File: src/rtl/mm_pkg.sv
package mm_pkg;

  typedef enum logic [1:0] {
    ST_IDLE = 2'd0,
    ST_RUN  = 2'd1,
    ST_FIN  = 2'd2,
    ST_DONE = 2'd3
  } mm_state_e;

endpackage

File: src/rtl/mm_ctrl.sv
module mm_ctrl
  import mm_pkg::*;
#(
  parameter int WIDTH = 32
) (
  input  logic clk_i,
  input  logic start_i,
  output logic load_o,
  output logic step_o,
  output logic fin_o
);

  localparam int CNT_W = (WIDTH > 1) ? $clog2(WIDTH) : 1;
  localparam logic [CNT_W-1:0] LAST_STEP = CNT_W'(WIDTH - 1);

  mm_state_e        state_q;
  logic [CNT_W-1:0] step_cnt_q;

  // A low start level is the only clear: it parks the sequencer in idle.
  always_ff @(posedge clk_i) begin
    if (!start_i) begin
      state_q    <= ST_IDLE;
      step_cnt_q <= '0;
    end else begin
      case (state_q)
        ST_IDLE: begin
          state_q    <= ST_RUN;
          step_cnt_q <= '0;
        end
        ST_RUN: begin
          if (step_cnt_q == LAST_STEP) begin
            state_q <= ST_FIN;
          end
          step_cnt_q <= step_cnt_q + 1'b1;
        end
        ST_FIN:  state_q <= ST_DONE;
        default: state_q <= ST_DONE;
      endcase
    end
  end

  always_comb begin
    load_o = start_i && (state_q == ST_IDLE);
    step_o = start_i && (state_q == ST_RUN);
    fin_o  = start_i && (state_q == ST_FIN);
  end

endmodule

File: src/rtl/mm_step.sv
// One radix-2 Montgomery step: add Y when the scanned bit is set, add N
// when the partial sum is odd, then halve. With acc < 2N the output stays
// below 2N, and the widest intermediate is below 4N, which fits WIDTH+2 bits.
module mm_step #(
  parameter int WIDTH = 32,
  localparam int ACC_W = WIDTH + 2
) (
  input  logic [ACC_W-1:0] acc_i,
  input  logic [WIDTH-1:0] opb_i,
  input  logic [WIDTH-1:0] mod_i,
  input  logic             bit_i,
  output logic [ACC_W-1:0] acc_o
);

  logic [ACC_W-1:0] with_b;
  logic [ACC_W-1:0] with_m;

  always_comb begin
    with_b = acc_i + (bit_i ? {2'b00, opb_i} : '0);
    with_m = with_b + (with_b[0] ? {2'b00, mod_i} : '0);
    acc_o  = with_m >> 1;
  end

endmodule

File: src/rtl/mm_reduce.sv
// Final correction: the accumulator arrives below 2N, one subtraction suffices.
module mm_reduce #(
  parameter int WIDTH = 32,
  localparam int ACC_W = WIDTH + 2
) (
  input  logic [ACC_W-1:0] acc_i,
  input  logic [WIDTH-1:0] mod_i,
  output logic [WIDTH-1:0] res_o
);

  logic [ACC_W-1:0] diff;
  logic             ge;

  always_comb begin
    diff  = acc_i - {2'b00, mod_i};
    ge    = acc_i >= {2'b00, mod_i};
    res_o = ge ? diff[WIDTH-1:0] : acc_i[WIDTH-1:0];
  end

endmodule

File: src/rtl/mont_mul_iter.sv
module mont_mul_iter #(
  parameter int WIDTH = 32
) (
  input  logic             clk_i,
  input  logic             start_i,
  input  logic [WIDTH-1:0] opa_i,
  input  logic [WIDTH-1:0] opb_i,
  input  logic [WIDTH-1:0] mod_i,
  output logic [WIDTH-1:0] product_o,
  output logic             ready_o
);

  localparam int ACC_W = WIDTH + 2;

  logic             load, step, fin;
  logic [WIDTH-1:0] a_q, b_q, m_q;
  logic [ACC_W-1:0] acc_q, acc_nxt;
  logic [WIDTH-1:0] res;
  logic [WIDTH-1:0] product_q;
  logic             ready_q;

  mm_ctrl #(.WIDTH(WIDTH)) u_ctrl (
    .clk_i  (clk_i),
    .start_i(start_i),
    .load_o (load),
    .step_o (step),
    .fin_o  (fin)
  );

  mm_step #(.WIDTH(WIDTH)) u_step (
    .acc_i(acc_q),
    .opb_i(b_q),
    .mod_i(m_q),
    .bit_i(a_q[0]),
    .acc_o(acc_nxt)
  );

  mm_reduce #(.WIDTH(WIDTH)) u_reduce (
    .acc_i(acc_q),
    .mod_i(m_q),
    .res_o(res)
  );

  // Operand capture and iteration; X is shifted so bit 0 is always the next bit.
  always_ff @(posedge clk_i) begin
    if (load) begin
      a_q   <= opa_i;
      b_q   <= opb_i;
      m_q   <= mod_i;
      acc_q <= '0;
    end else if (step) begin
      a_q   <= a_q >> 1;
      acc_q <= acc_nxt;
    end
  end

  always_ff @(posedge clk_i) begin
    if (fin) begin
      product_q <= res;
    end
  end

  always_ff @(posedge clk_i) begin
    if (!start_i) begin
      ready_q <= 1'b0;
    end else if (fin) begin
      ready_q <= 1'b1;
    end
  end

  assign product_o = product_q;
  assign ready_o   = ready_q;

endmodule

File: config.mk
export PLATFORM = sky130hd
export DESIGN_NAME = mont_mul_iter
export DESIGN_NICKNAME = d
export VERILOG_FILES = /design/src/rtl/mm_pkg.sv /design/src/rtl/mm_ctrl.sv /design/src/rtl/mm_step.sv /design/src/rtl/mm_reduce.sv /design/src/rtl/mont_mul_iter.sv
export SDC_FILE = /design/constraint.sdc
export NUM_CORES = 1
export LEC_CHECK = 0
export BUFFER_PORTS_ARGS = -buffer_cell sky130_fd_sc_hd__buf_2
export CAP_MARGIN = 5
export CORE_MARGIN = 2
export CORE_UTILIZATION = 64
export DETAILED_ROUTE_END_ITERATION = 10
export GPL_TIMING_DRIVEN = 0
export PLACE_DENSITY_LB_ADDON = 0.2
export SLEW_MARGIN = 20
export SYNTH_ARGS = -nofsm -noshare
export SYNTH_HDL_FRONTEND = slang
export SYNTH_SLANG_ARGS = --single-unit
File: constraint.sdc
create_clock -name clk_i -period 7.74 [get_ports clk_i]
set_input_delay 1.935 -clock clk_i [delete_from_list [all_inputs] [get_ports clk_i]]
set_output_delay 1.935 -clock clk_i [all_outputs]
set_load 0.05 [all_outputs]
==> summary.md <==
| Metric | Value |
|---|---|
| Switching Share | 0.408 |
| Final routed DRC violation total | 0 |
| # setup viols final | 0 |
| Area grow syn2layout | 13.7% |
| Part of the total power dissipated in combinational logic | 0.519 |
| Fraction of registers with async set or reset after synthesis | 0 |
| TNS Setup | 0 ns |
| # IOs | 131 |
| Flops & latches, synth | 169 |
| Starting utilization of the core area | 0.659 |
| DR WL/cell | 17.8 um |
| Mapped Nets | 1310 |
| Library cell appearing most often on the critical path | sky130_fd_sc_hd__o21ai_0 |
| Clock buffer depth | 2 |
| Max-Cap Viols | 0 |
| Total half-perimeter wirelength after legalization and detailed placement | 20.2 mm |
| Total power | 4.28 mW |
| Fin crit share | 0.795 |
| Unrepaired setup endpoints after global routing | false |
| Power density over the cells | 329 nW/um2 |
| Overflow left after global routing | 0 |
| Crit path max-delay cell type | sky130_fd_sc_hd__a2111oi_0 |
| Number of core rows | 48 |
| Category of the most critical setup path | reg2reg |
| Sequential element share of the synthesized area | 0.408 |
| Vias per cell | 6.04 |
| Clock slew seen by the registers of the worst setup and hold paths | 0.07 ns |
| Die span in x | 138 um |
| Net Sw Power | 1.75 mW |
| Yosys warns | 0 |
| Maximum fanout along the worst path | 10 |
| Worst Max-Slew Pin Slew | 0.918 ns |
| Critical path data arrival time | 6.47 ns |
| Internal power | 2.53 mW |
| Slew headroom | 0.385 |
| Leading cell types by total area after synthesis | sky130_fd_sc_hd__edfxtp_1, sky130_fd_sc_hd__ha_1, sky130_fd_sc_hd__dfxtp_1, sky130_fd_sc_hd__xnor2_1, sky130_fd_sc_hd__and2_1 |
| Flop pwr share | 0.285 |
| Number of stages on the worst hold path | 1 |
| Hold Buf Count CTS | 0 |
| Largest voltage drop on the vdd net | 0.215 mV |
| Clock H-tree levels | 4 |
| Most used flip-flop cell after synthesis | sky130_fd_sc_hd__edfxtp_1 |
| Number of synthesized flops with an enable pin | 128 |
| Per-instance average area after synthesis | 10.3 um2 |
| Last weighted congestion value of the routability-driven placer | 0.927 |
| Type of element capturing the critical path | register |
| Netlist area before placement | 11400 um2 |
| Clk sink count | 169 |
| Fmax | 163 MHz |
| Post-CTS Setup Bufs | 0 |
| Number of CTS-inserted buffers | 17 |
| Count of unique library cells instantiated by Yosys | 64 |
| Die H | 138 um |
| Stages on worst setup path | 23 |
| Fraction of final layout cells with drive strength greater than 1 | 0.186 |
| Area used by multi-input combinational logic | 6430 um2 |
| Drt initial violations | 792 |
| Core area | 17400 um2 |
| Number of instances in the synthesized netlist | 1112 |
| Top cell type's share of synthesized area | 0.336 |
| Critical path required time | 8.06 ns |
| Number of global-route vias before repair | 8611 |
| Number of buffer and inverter stages on the critical path | 1 |
| Clock root cell | sky130_fd_sc_hd__clkbuf_16 |
| Depth of the most critical reg-to-reg path | 23 |
| TritonCTS clock tree | built |
| Clock insertion delay at the later pin of the skew report | 0.44 ns |
| Leading area contributor after synthesis | sky130_fd_sc_hd__edfxtp_1 |
| Number of filler cells placed in the layout | 1223 |
| Outcome | completed |
| Leakage | 5.70 nW |
| Wire length of the first global-routing pass | 42.1 mm |
| Time the worst path needs with I/O delays and setup | 6.15 ns |
| All-layer global routing usage | 0.290 |
| Series of cell instances along the critical path | clkbuf_1 > and2_1 > ha_1 > fa_1 > a211oi_1 > o21ai_0 > nand3_1 > a21boi_0 > o21ai_0 > a21boi_0 > o21a_1 > nor2_1 > xnor2_1 > ha_1 > o21ai_0 > a21oi_1 > a2111o_1 > o21bai_1 > a2111oi_0 > o21ai_1 > a41oi_1 > xor2_1 > o31ai_1 |
| Antenna-violating nets left | 0 |
| Pin count of the biggest net entering global routing | 42 |
| Longest individual stage delay on the worst path | 0.57 ns |
| Post-route clock skew | 0.0128 ns |
| Count of input and output buffers | 130 |
| Total wire length | 26.7 mm |
| Part of the total power dissipated in the clock network | 0.196 |
| Hold/Removal Path Class | reg2reg |
| Via count of the routed design | 9077 |
| Setup crit start kind | register |
| Nets@finish | 1461 |
| DRT Pass-1 Iters | 5 |
| CP top delay family | compound AO/OA/AOI/OAI gates |
| Die Footprint | 18900 um2 |
| Fin. max-slew vios | 0 |
| Area used by sequential logic in the layout | 4660 um2 |
| Post-CTS Resized | 0 |
| Number of antenna violations at the first check in global routing | 1 |
| Final Hold Viols | 0 |
-- layout make-up --
cell class | instances | area share
plain buffers | 32 | 0.0113
flip-flops and latches | 169 | 0.359
well taps | 225 | 0.0217
multi-input cells | 859 | 0.495
repair buffers | 132 | 0.0537
diodes | 1 | 0.000193
clock inverters | 14 | 0.0114
inverters | 52 | 0.0150
clock buffers | 18 | 0.0330
-- per-stage QoR --
step | cell area (um2) | hold slack, ns | utilization | setup WS [ns] | std cells
3_3_place_gp | 12400 | 0.430 | 0.712 | 1.67 | 1467
4_1_cts | 13000 | 0.453 | 0.748 | 1.61 | 1501
5_1_grt | 13000 | 0.478 | 0.748 | 1.02 | 1501
2_1_floorplan | 11400 | 0.462 | - | 2.65 | 1112
6_report | 13000 | 0.450 | 0.749 | 1.59 | 1502
3_5_place_dp | 12400 | 0.436 | 0.715 | 1.69 | 1469
-- worst paths after layout --
check	start	to	slack, ns
setup reg to reg	a_q[0]$_DFFE_PP_	acc_q[29]$_SDFFE_PP0P_	1.59
setup / recovery	a_q[0]$_DFFE_PP_	acc_q[29]$_SDFFE_PP0P_	1.59
hold reg to reg	ready_o$_SDFFE_PN0P_	ready_o$_SDFFE_PN0P_	0.45
hold / removal	ready_o$_SDFFE_PN0P_	ready_o$_SDFFE_PN0P_	0.45
-- cell usage in the layout, fill, tap and decap left out, types with 5 or more instances in the layout --
| cell | count |
|---|---|
| sky130_fd_sc_hd__a31oi_1 | 10 |
| sky130_fd_sc_hd__inv_8 | 5 |
| sky130_fd_sc_hd__and2_1 | 69 |
| sky130_fd_sc_hd__mux2_2 | 32 |
| sky130_fd_sc_hd__and3_1 | 10 |
| sky130_fd_sc_hd__dfxtp_1 | 41 |
| sky130_fd_sc_hd__a21o_1 | 52 |
| sky130_fd_sc_hd__clkbuf_16 | 17 |
| sky130_fd_sc_hd__buf_2 | 130 |
| sky130_fd_sc_hd__o21a_1 | 20 |
| sky130_fd_sc_hd__o31ai_1 | 13 |
| sky130_fd_sc_hd__o211ai_1 | 5 |
| sky130_fd_sc_hd__nand2b_1 | 15 |
| sky130_fd_sc_hd__xor2_1 | 27 |
| sky130_fd_sc_hd__or3_1 | 5 |
| sky130_fd_sc_hd__ha_1 | 97 |
| sky130_fd_sc_hd__xnor2_1 | 50 |
| sky130_fd_sc_hd__nor3_1 | 14 |
| sky130_fd_sc_hd__a211oi_1 | 17 |
| sky130_fd_sc_hd__nor2b_1 | 14 |
| sky130_fd_sc_hd__o21ai_0 | 73 |
| sky130_fd_sc_hd__nand3_1 | 15 |
| sky130_fd_sc_hd__nor2_1 | 51 |
| sky130_fd_sc_hd__o31a_1 | 6 |
| sky130_fd_sc_hd__clkbuf_1 | 28 |
| sky130_fd_sc_hd__a21oi_1 | 68 |
| sky130_fd_sc_hd__o21bai_1 | 11 |
| sky130_fd_sc_hd__inv_1 | 50 |
| sky130_fd_sc_hd__mux2_4 | 27 |
| sky130_fd_sc_hd__edfxtp_1 | 128 |
| sky130_fd_sc_hd__nand2_1 | 70 |
| sky130_fd_sc_hd__nand4_1 | 17 |
-- power by group through the flow --
stage	Sequential (mW)	Combinational, mW	Clock [mW]
after floorplan	1.20	1.74	0
after global placement	1.24	2.10	0
after detailed placement	1.24	2.15	0
after CTS	1.22	2.18	0.843
after global routing	1.23	2.45	0.880
final	1.22	2.22	0.837
-- synth_stat cells (17+ instances only) --
cell / count
sky130_fd_sc_hd__and2_1: 69
sky130_fd_sc_hd__o21a_1: 20
sky130_fd_sc_hd__inv_1: 51
sky130_fd_sc_hd__ha_1: 97
sky130_fd_sc_hd__xnor2_1: 50
sky130_fd_sc_hd__mux2_2: 32
sky130_fd_sc_hd__a21o_1: 52
sky130_fd_sc_hd__nor2_1: 51
sky130_fd_sc_hd__dfxtp_1: 41
sky130_fd_sc_hd__a21oi_1: 68
sky130_fd_sc_hd__a211oi_1: 17
sky130_fd_sc_hd__o21ai_0: 73
sky130_fd_sc_hd__edfxtp_1: 128
sky130_fd_sc_hd__nand2_1: 70
sky130_fd_sc_hd__xor2_1: 27
sky130_fd_sc_hd__clkbuf_1: 28
sky130_fd_sc_hd__mux2_4: 27
sky130_fd_sc_hd__nand4_1: 17
-- state kept, by name, summed over array words and instances, names as in the netlist --
signal	count
a_q	32
acc_q	33
b_q	32
m_q	32
product_o	32
ready_o	1
u_ctrl.state_q	2
u_ctrl.step_cnt_q	5
-- kinds of logic after synthesis --
family,count (synthesis),synth area share
xor+xnor,77,0.0590
flops,169,0.408
simple gates,299,0.136
fa+ha+maj,100,0.111
compound gates,319,0.185
buf+inv,84,0.0296
mux,64,0.0715
-- worst reg2reg max path: stages, from the launching register on --
cell	delay [ns]
sky130_fd_sc_hd__edfxtp_1	0.50
sky130_fd_sc_hd__clkbuf_1	0.26
sky130_fd_sc_hd__and2_1	0.20
sky130_fd_sc_hd__ha_1	0.23
sky130_fd_sc_hd__fa_1	0.43
sky130_fd_sc_hd__a211oi_1	0.33
sky130_fd_sc_hd__o21ai_0	0.31
sky130_fd_sc_hd__nand3_1	0.22
sky130_fd_sc_hd__a21boi_0	0.11
sky130_fd_sc_hd__o21ai_0	0.29
sky130_fd_sc_hd__a21boi_0	0.22
sky130_fd_sc_hd__o21a_1	0.21
sky130_fd_sc_hd__nor2_1	0.11
sky130_fd_sc_hd__xnor2_1	0.16
sky130_fd_sc_hd__ha_1	0.34
sky130_fd_sc_hd__o21ai_0	0.20
sky130_fd_sc_hd__a21oi_1	0.10
sky130_fd_sc_hd__a2111o_1	0.38
sky130_fd_sc_hd__o21bai_1	0.21
sky130_fd_sc_hd__a2111oi_0	0.57
sky130_fd_sc_hd__o21ai_1	0.13
sky130_fd_sc_hd__a41oi_1	0.25
sky130_fd_sc_hd__xor2_1	0.17
sky130_fd_sc_hd__o31ai_1	0.07
-- layer usage --
| metal | track usage | routed length [um] | vias up |
|---|---|---|---|
| met4 | 0.123 | 808 | 0 |
| met5 | 0 | 0 | - |
| met3 | 0.0541 | 1930 | 55 |
| met1 | 0.379 | 11600 | 4250 |
| met2 | 0.471 | 12400 | 335 |
| li1 | - | - | 4437 |
(Power assumes the default switching activity.)
